`src/rtl/mmc_seq_pkg.sv`:
```
package mmc_seq_pkg;
    localparam int REG_W  = 8;
    localparam int BLEN_W = 4;
    localparam int DLY_W  = 2;
    localparam logic [REG_W-1:0] CTL_KEEP = 8'hE7;

    typedef enum logic [1:0] {C_IDLE, C_LAUNCH, C_SEND, C_RESP} cmd_st_t;
    typedef enum logic [2:0] {D_IDLE, D_WRESP, D_TICK, D_DELAY, D_LAUNCH, D_XFER} dat_st_t;

    typedef struct packed {
        logic cmd;
        logic resp;
        logic dat;
        logic cmd_abort;
        logic dat_abort;
    } trig_t;
endpackage

```
`src/rtl/mmc_seq_regs.sv`:
```
module mmc_seq_regs
    import mmc_seq_pkg::*;
#(
    parameter int BLEN_MAX = 11
) (
    input  logic              clk,
    input  logic              rst_n,
    input  logic              wr,
    input  logic              addr,
    input  logic [REG_W-1:0]  wdata,
    output logic [REG_W-1:0]  rdata,
    output trig_t             trig,
    output logic [BLEN_W-1:0] blk_code,
    output logic              dir,
    output logic              en,
    output logic [DLY_W-1:0]  dly,
    output logic              flow,
    output logic              len_err
);
    logic [REG_W-1:0]  xfer_q, ctl_q;
    logic              over;
    logic [BLEN_W-1:0] blen_c;

    always_comb begin
        over   = (int'(wdata[7:4]) > BLEN_MAX);
        blen_c = over ? BLEN_W'(BLEN_MAX) : wdata[7:4];
    end

    always_ff @(posedge clk or negedge rst_n) begin
        if (!rst_n) begin
            xfer_q  <= '0;
            ctl_q   <= '0;
            trig    <= '0;
            len_err <= 1'b0;
        end else begin
            trig <= '0;
            if (wr && !addr) begin
                xfer_q    <= {blen_c, wdata[3:0]};
                trig.cmd  <= xfer_q[0] & ~wdata[0];
                trig.resp <= xfer_q[1] & ~wdata[1];
                trig.dat  <= xfer_q[2] & ~wdata[2];
                len_err   <= len_err | over;
            end else if (wr && addr) begin
                ctl_q          <= wdata & CTL_KEEP;
                trig.dat_abort <= ctl_q[6] & ~wdata[6];
                trig.cmd_abort <= ctl_q[5] & ~wdata[5];
            end
        end
    end

    assign rdata    = addr ? ctl_q : xfer_q;
    assign blk_code = xfer_q[7:4];
    assign dir      = xfer_q[3];
    assign en       = ctl_q[7];
    assign dly      = ctl_q[2:1];
    assign flow     = ctl_q[0];
endmodule

```
`src/rtl/mmc_cmd_seq.sv`:
```
module mmc_cmd_seq
    import mmc_seq_pkg::*;
(
    input  logic clk,
    input  logic rst_n,
    input  logic en,
    input  logic cmd_p,
    input  logic resp_p,
    input  logic abort_p,
    input  logic cmd_done,
    input  logic resp_rcvd,
    output logic cmd_go,
    output logic cmd_busy,
    output logic resp_pend
);
    cmd_st_t st, nxt;
    logic    arm, arm_n;

    always_ff @(posedge clk or negedge rst_n) begin
        if (!rst_n) begin
            st  <= C_IDLE;
            arm <= 1'b0;
        end else begin
            st  <= nxt;
            arm <= arm_n;
        end
    end

    always_comb begin
        nxt   = st;
        arm_n = arm;
        if (abort_p) begin
            nxt   = C_IDLE;
            arm_n = 1'b0;
        end else if (en) begin
            if (resp_p) arm_n = 1'b1;
            unique case (st)
                C_IDLE:   if (cmd_p) nxt = C_LAUNCH;
                C_LAUNCH: nxt = C_SEND;
                C_SEND:   if (cmd_done) nxt = arm_n ? C_RESP : C_IDLE;
                C_RESP:   if (resp_rcvd) begin
                              nxt   = C_IDLE;
                              arm_n = 1'b0;
                          end
                default:  nxt = C_IDLE;
            endcase
        end
    end

    always_comb begin
        cmd_go    = en && (st == C_LAUNCH);
        cmd_busy  = (st != C_IDLE);
        resp_pend = arm | resp_p;
    end
endmodule

```
`src/rtl/mmc_dat_seq.sv`:
```
module mmc_dat_seq
    import mmc_seq_pkg::*;
(
    input  logic             clk,
    input  logic             rst_n,
    input  logic             en,
    input  logic             dat_p,
    input  logic             abort_p,
    input  logic             resp_pend,
    input  logic             resp_rcvd,
    input  logic             card_tick,
    input  logic             dat_done,
    input  logic [DLY_W-1:0] dly,
    output logic             dat_go,
    output logic             dat_busy
);
    localparam int CNT_W = $clog2(2 ** (DLY_W + 1) + 2);

    dat_st_t          st, nxt;
    logic [CNT_W-1:0] cnt, cnt_n, target;

    assign target = CNT_W'(3) + CNT_W'({dly, 1'b0});

    always_ff @(posedge clk or negedge rst_n) begin
        if (!rst_n) begin
            st  <= D_IDLE;
            cnt <= '0;
        end else begin
            st  <= nxt;
            cnt <= cnt_n;
        end
    end

    always_comb begin
        nxt   = st;
        cnt_n = cnt;
        if (abort_p) begin
            nxt   = D_IDLE;
            cnt_n = '0;
        end else if (en) begin
            unique case (st)
                D_IDLE:   if (dat_p) nxt = resp_pend ? D_WRESP : D_TICK;
                D_WRESP:  if (resp_rcvd) begin
                              nxt   = D_DELAY;
                              cnt_n = '0;
                          end
                D_TICK:   if (card_tick) nxt = D_LAUNCH;
                D_DELAY:  if (card_tick) begin
                              if (cnt == target - 1'b1) nxt = D_LAUNCH;
                              else cnt_n = cnt + 1'b1;
                          end
                D_LAUNCH: nxt = D_XFER;
                D_XFER:   if (dat_done) nxt = D_IDLE;
                default:  nxt = D_IDLE;
            endcase
        end
    end

    always_comb begin
        dat_go   = en && (st == D_LAUNCH);
        dat_busy = (st != D_IDLE);
    end
endmodule

```
`src/rtl/mmc_seq_ctrl.sv`:
```
module mmc_seq_ctrl
    import mmc_seq_pkg::*;
#(
    parameter int BLEN_MAX = 11
) (
    input  logic        clk,
    input  logic        rst_n,
    input  logic        bus_wr,
    input  logic        bus_addr,
    input  logic [7:0]  bus_wdata,
    output logic [7:0]  bus_rdata,
    input  logic        card_tick,
    input  logic        cmd_done,
    input  logic        resp_rcvd,
    input  logic        dat_done,
    output logic        card_clk_en,
    output logic        cmd_go,
    output logic        cmd_busy,
    output logic        dat_go,
    output logic        dat_busy,
    output logic        dat_dir,
    output logic [3:0]  blk_code,
    output logic        flow_en,
    output logic        len_err
);
    trig_t            trig;
    logic             en;
    logic [DLY_W-1:0] dly;
    logic             resp_pend;
    logic             cmd_abort_p, dat_abort_p;

    mmc_seq_regs #(.BLEN_MAX(BLEN_MAX)) u_regs (
        .clk(clk), .rst_n(rst_n), .wr(bus_wr), .addr(bus_addr),
        .wdata(bus_wdata), .rdata(bus_rdata), .trig(trig),
        .blk_code(blk_code), .dir(dat_dir), .en(en), .dly(dly),
        .flow(flow_en), .len_err(len_err)
    );

    assign cmd_abort_p = trig.cmd_abort;
    assign dat_abort_p = trig.dat_abort;
    assign card_clk_en = en;

    mmc_cmd_seq u_cmd (
        .clk(clk), .rst_n(rst_n), .en(en), .cmd_p(trig.cmd),
        .resp_p(trig.resp), .abort_p(cmd_abort_p), .cmd_done(cmd_done),
        .resp_rcvd(resp_rcvd), .cmd_go(cmd_go), .cmd_busy(cmd_busy),
        .resp_pend(resp_pend)
    );

    mmc_dat_seq u_dat (
        .clk(clk), .rst_n(rst_n), .en(en), .dat_p(trig.dat),
        .abort_p(dat_abort_p), .resp_pend(resp_pend), .resp_rcvd(resp_rcvd),
        .card_tick(card_tick), .dat_done(dat_done), .dly(dly),
        .dat_go(dat_go), .dat_busy(dat_busy)
    );
endmodule

```
`config.mk`:
```
export PLATFORM = sky130hd
export DESIGN_NAME = mmc_seq_ctrl
export DESIGN_NICKNAME = d
export VERILOG_FILES = /design/src/rtl/mmc_seq_pkg.sv /design/src/rtl/mmc_seq_regs.sv /design/src/rtl/mmc_cmd_seq.sv /design/src/rtl/mmc_dat_seq.sv /design/src/rtl/mmc_seq_ctrl.sv
export SDC_FILE = /design/constraint.sdc
export NUM_CORES = 1
export LEC_CHECK = 0
export ABC_AREA = 1
export BUFFER_PORTS_ARGS = -buffer_cell sky130_fd_sc_hd__clkbuf_2
export CORE_ASPECT_RATIO = 0.7
export CORE_MARGIN = 2
export CORE_UTILIZATION = 47
export CTS_BUF_LIST = sky130_fd_sc_hd__clkbuf_8 sky130_fd_sc_hd__clkbuf_16
export CTS_CLUSTER_SIZE = 8
export DETAILED_ROUTE_END_ITERATION = 10
export GPL_ROUTABILITY_DRIVEN = 1
export PLACE_DENSITY = 0.7
export SYNTH_ARGS = -nofsm -noshare
export SYNTH_HDL_FRONTEND = slang
export SYNTH_SLANG_ARGS = --single-unit
```
`constraint.sdc`:
```
create_clock -name clk -period 1.7 [get_ports clk]
set_input_delay 0.17 -clock clk [delete_from_list [all_inputs] [get_ports clk]]
set_output_delay 0.17 -clock clk [all_outputs]
set_load 0.03 [all_outputs]
```
==> metrics.yaml <==
run_status:
  outcome: "complete, no violations"
logic_synthesis:
  ys_types: 30
  async_reset_ff_frac: 1.00
  ys_ff_latch: 30
  syn_avg_cell_area_um2: 8.09
  yosysTopAreaCell: "dfrtp_1"
  syn-cell-area_um2: 1740
  syn_inst: 215
  yosysMostFrequentCell: "nand2_1"
  seq_area_frac_synth: 0.431
  synth_flop_cell: "dfrtp_1"
  synthTopCellsByCount: "48 x nand2_1, 30 x dfrtp_1, 22 x nor2_1"
  syn_nets: 233
  yosys_warnings: 0
  synth_edf_count: 0
  synth_top_area_share: 0.431
  yosys-top-cells-area: "dfrtp_1 43%, nand2_1 10%, o21ai_0 5.2%, nor2_1 4.7%, inv_1 4.5%"
clocking:
  clock_path_buffers: 2
  cts_made_buffers: 5
  htree_num_levels: 2
  cts_tree: "yes"
  clk_pin_slew_worst_paths_ps: 60
  post-cts-setup-buffers: 0
  clock_latency_ps: 280
  cts_root_buf: "clkbuf_8"
  cts.sinks: 30
worst_setup_path:
  crit_family: "flip-flops"
  cp-startpoint: "u_dat.st[1]"
  cp.arrival_ps: 1430
  path_class: "reg -> out"
  r2r-start: "u_regs.ctl_q[1]"
  cp.buffers_inverters: 1
  critPathSlowestCell: "dfrtp_1"
  cp-end-kind: "output port"
  worstPathRequired_ps: 1530
  crit_chain: "nor2_4 -> nand2_1 -> nor2_1 -> clkbuf_2"
  start_kind: "flop"
  crit_fanout: 7
  critical-path-max-stage-delay_ps: 480
place:
  hpwl_mm: 2.60
  pre_cts_slack_ps: 186
  place.gp.congestion: 0.829
  dp_cells: 294
  port_buffers: 35
floorplan:
  die_y_um: 54.9
  dieArea_um2: 4210
  dieWidth_um: 76.7
  row_count: 18
  coreArea_um2: 3540
  initial_core_util: 0.492
  pin_count: 36
timing:
  tns_ps: 0
  fin_crit_sh: 0.941
  clock_skew_ps: 3.44
  fmax_mhz: 625
  slew_headroom: 0.509
  setup_viol: 0
  slew_viol_final: 0
  post-route-min-period_ps: 1600
  hold_violations: 0
  worst_slack_ps: 101
  rsz0062_at_grt: "no"
  tightest_slew_ps: 736
grt:
  gr-total-overflow: 0
  first_global_vias: 1340
  grt_pass1_wl_mm: 5.93
  grtUsageTotal: 0.187
  grt_max_degree: 31
  antenna_found_initial: 0
route:
  wirelength_mm: 3.50
  ant_nets: 0
  firstDrtPassIters: 4
  drt_iter0_drc: 99
  drc: 0
  drt-vias-per-instance: 4.91
  wl_per_cell_um: 11.5
  num_vias: 1487
run:
  maxCapViolCount: 0
hold_path:
  hold_class: "in -> reg"
  worstHoldStart: "bus_wdata[1]"
layout:
  layout.nets: 270
  fin_cells: 303
  fill_cells: 343
  syn_to_final_growth_pct: 17.8
  drive_gt1_frac: 0.292
  antenna_cells: 0
pwr:
  ir_worst_vdd_mv: 0.757
  total_leakage_power_nw: 1.05
  powerDensity_nw_per_um2: 1340
==> sequential cells by signal, summed over array words and instances, names as in the netlist <==
register	flops
u_regs.trig	5
u_dat.cnt	4
u_cmd.arm	1
u_regs.len_err	1
u_cmd.st	2
u_regs.ctl_q	6
u_dat.st	3
u_regs.xfer_q	8
==> path summary, 6_finish.rpt <==
path,to,slack (ps),cells past startpoint
min in group asynchronous,u_regs.xfer_q[4],480,2
worst min-delay path,u_regs.trig[3],100,2
max in group asynchronous,u_cmd.st[1],740,2
worst max-delay path,dat_go,100,4
worst max register to register,u_dat.st[1],170,10
worst min register to register,u_regs.len_err,480,1
==> layer usage <==
metal	track usage	routed length [um]	up-vias
li1	-	-	770
met1	0.256	1800	671
met2	0.288	1450	41
met3	0.0422	204	5
met4	0.0909	48	0
met5	0	0	-
==> power by group <==
group / switching, mW / internal (mW) / total, mW
registers: 0.149 / 0.837 / 0.986
clock network: 0.266 / 0.320 / 0.586
logic: 0.776 / 0.391 / 1.17
==> final cells by class <==
| cell class | instances | area [um2] | share of cell area |
|---|---|---|---|
| Clock inverter | 2 | 8.76 | 0.00427 |
| Inverter | 28 | 105 | 0.0513 |
| Tap cell | 50 | 62.6 | 0.0305 |
| Sequential cell | 30 | 751 | 0.366 |
| Clock buffer | 6 | 82.6 | 0.0403 |
| Multi-Input combinational cell | 149 | 840 | 0.410 |
| Timing Repair Buffer | 38 | 200 | 0.0977 |
==> cells by family after synthesis <==
kind of cell	count (synthesis)	synth area share
AND/OR/NAND/NOR	111	0.339
buffers and inverters	36	0.0906
AO/OA/AOI/OAI	33	0.106
flip-flops	30	0.431
multiplexers	2	0.0129
adder cells (fa/ha/maj)	2	0.0144
XOR/XNOR	1	0.00503
==> metrics by stage <==
stage	hold slack, ps	cell area [um2]	power (mW)	util
floorplan	-126	1740	1.91	-
global placement	270	1940	2.13	0.549
detailed placement	273	1940	2.14	0.549
CTS	84.0	2040	2.75	0.578
global route	88.9	2050	2.93	0.580
finish	98.2	2050	2.74	0.580
==> cell usage in the layout, fill, tap and decap left out, types with 2 or more instances in the layout <==
cell / count
a21oi_1: 11
buf_4: 2
clkbuf_2: 35
clkbuf_8: 6
dfrtp_1: 30
ha_1: 2
inv_1: 22
inv_2: 7
mux2_2: 2
nand2_1: 48
nand2_2: 4
nand2_4: 2
nand3_1: 4
nand3_2: 3
nand3_4: 2
nand4_1: 8
nor2_1: 21
nor2_2: 2
nor2_4: 2
nor2_8: 2
nor3_1: 10
o21ai_0: 18
==> repair_timing <==
action | 4_1_cts | 5_1_grt
hold buffers | 1 | 0
pin swaps | 0 | 0
setup endpoints to repair | 1 | 1
resized for setup | 1 | 1
hold endpoints to repair | 30 | 0
Note: power is estimated with default switching activity, not from simulation.
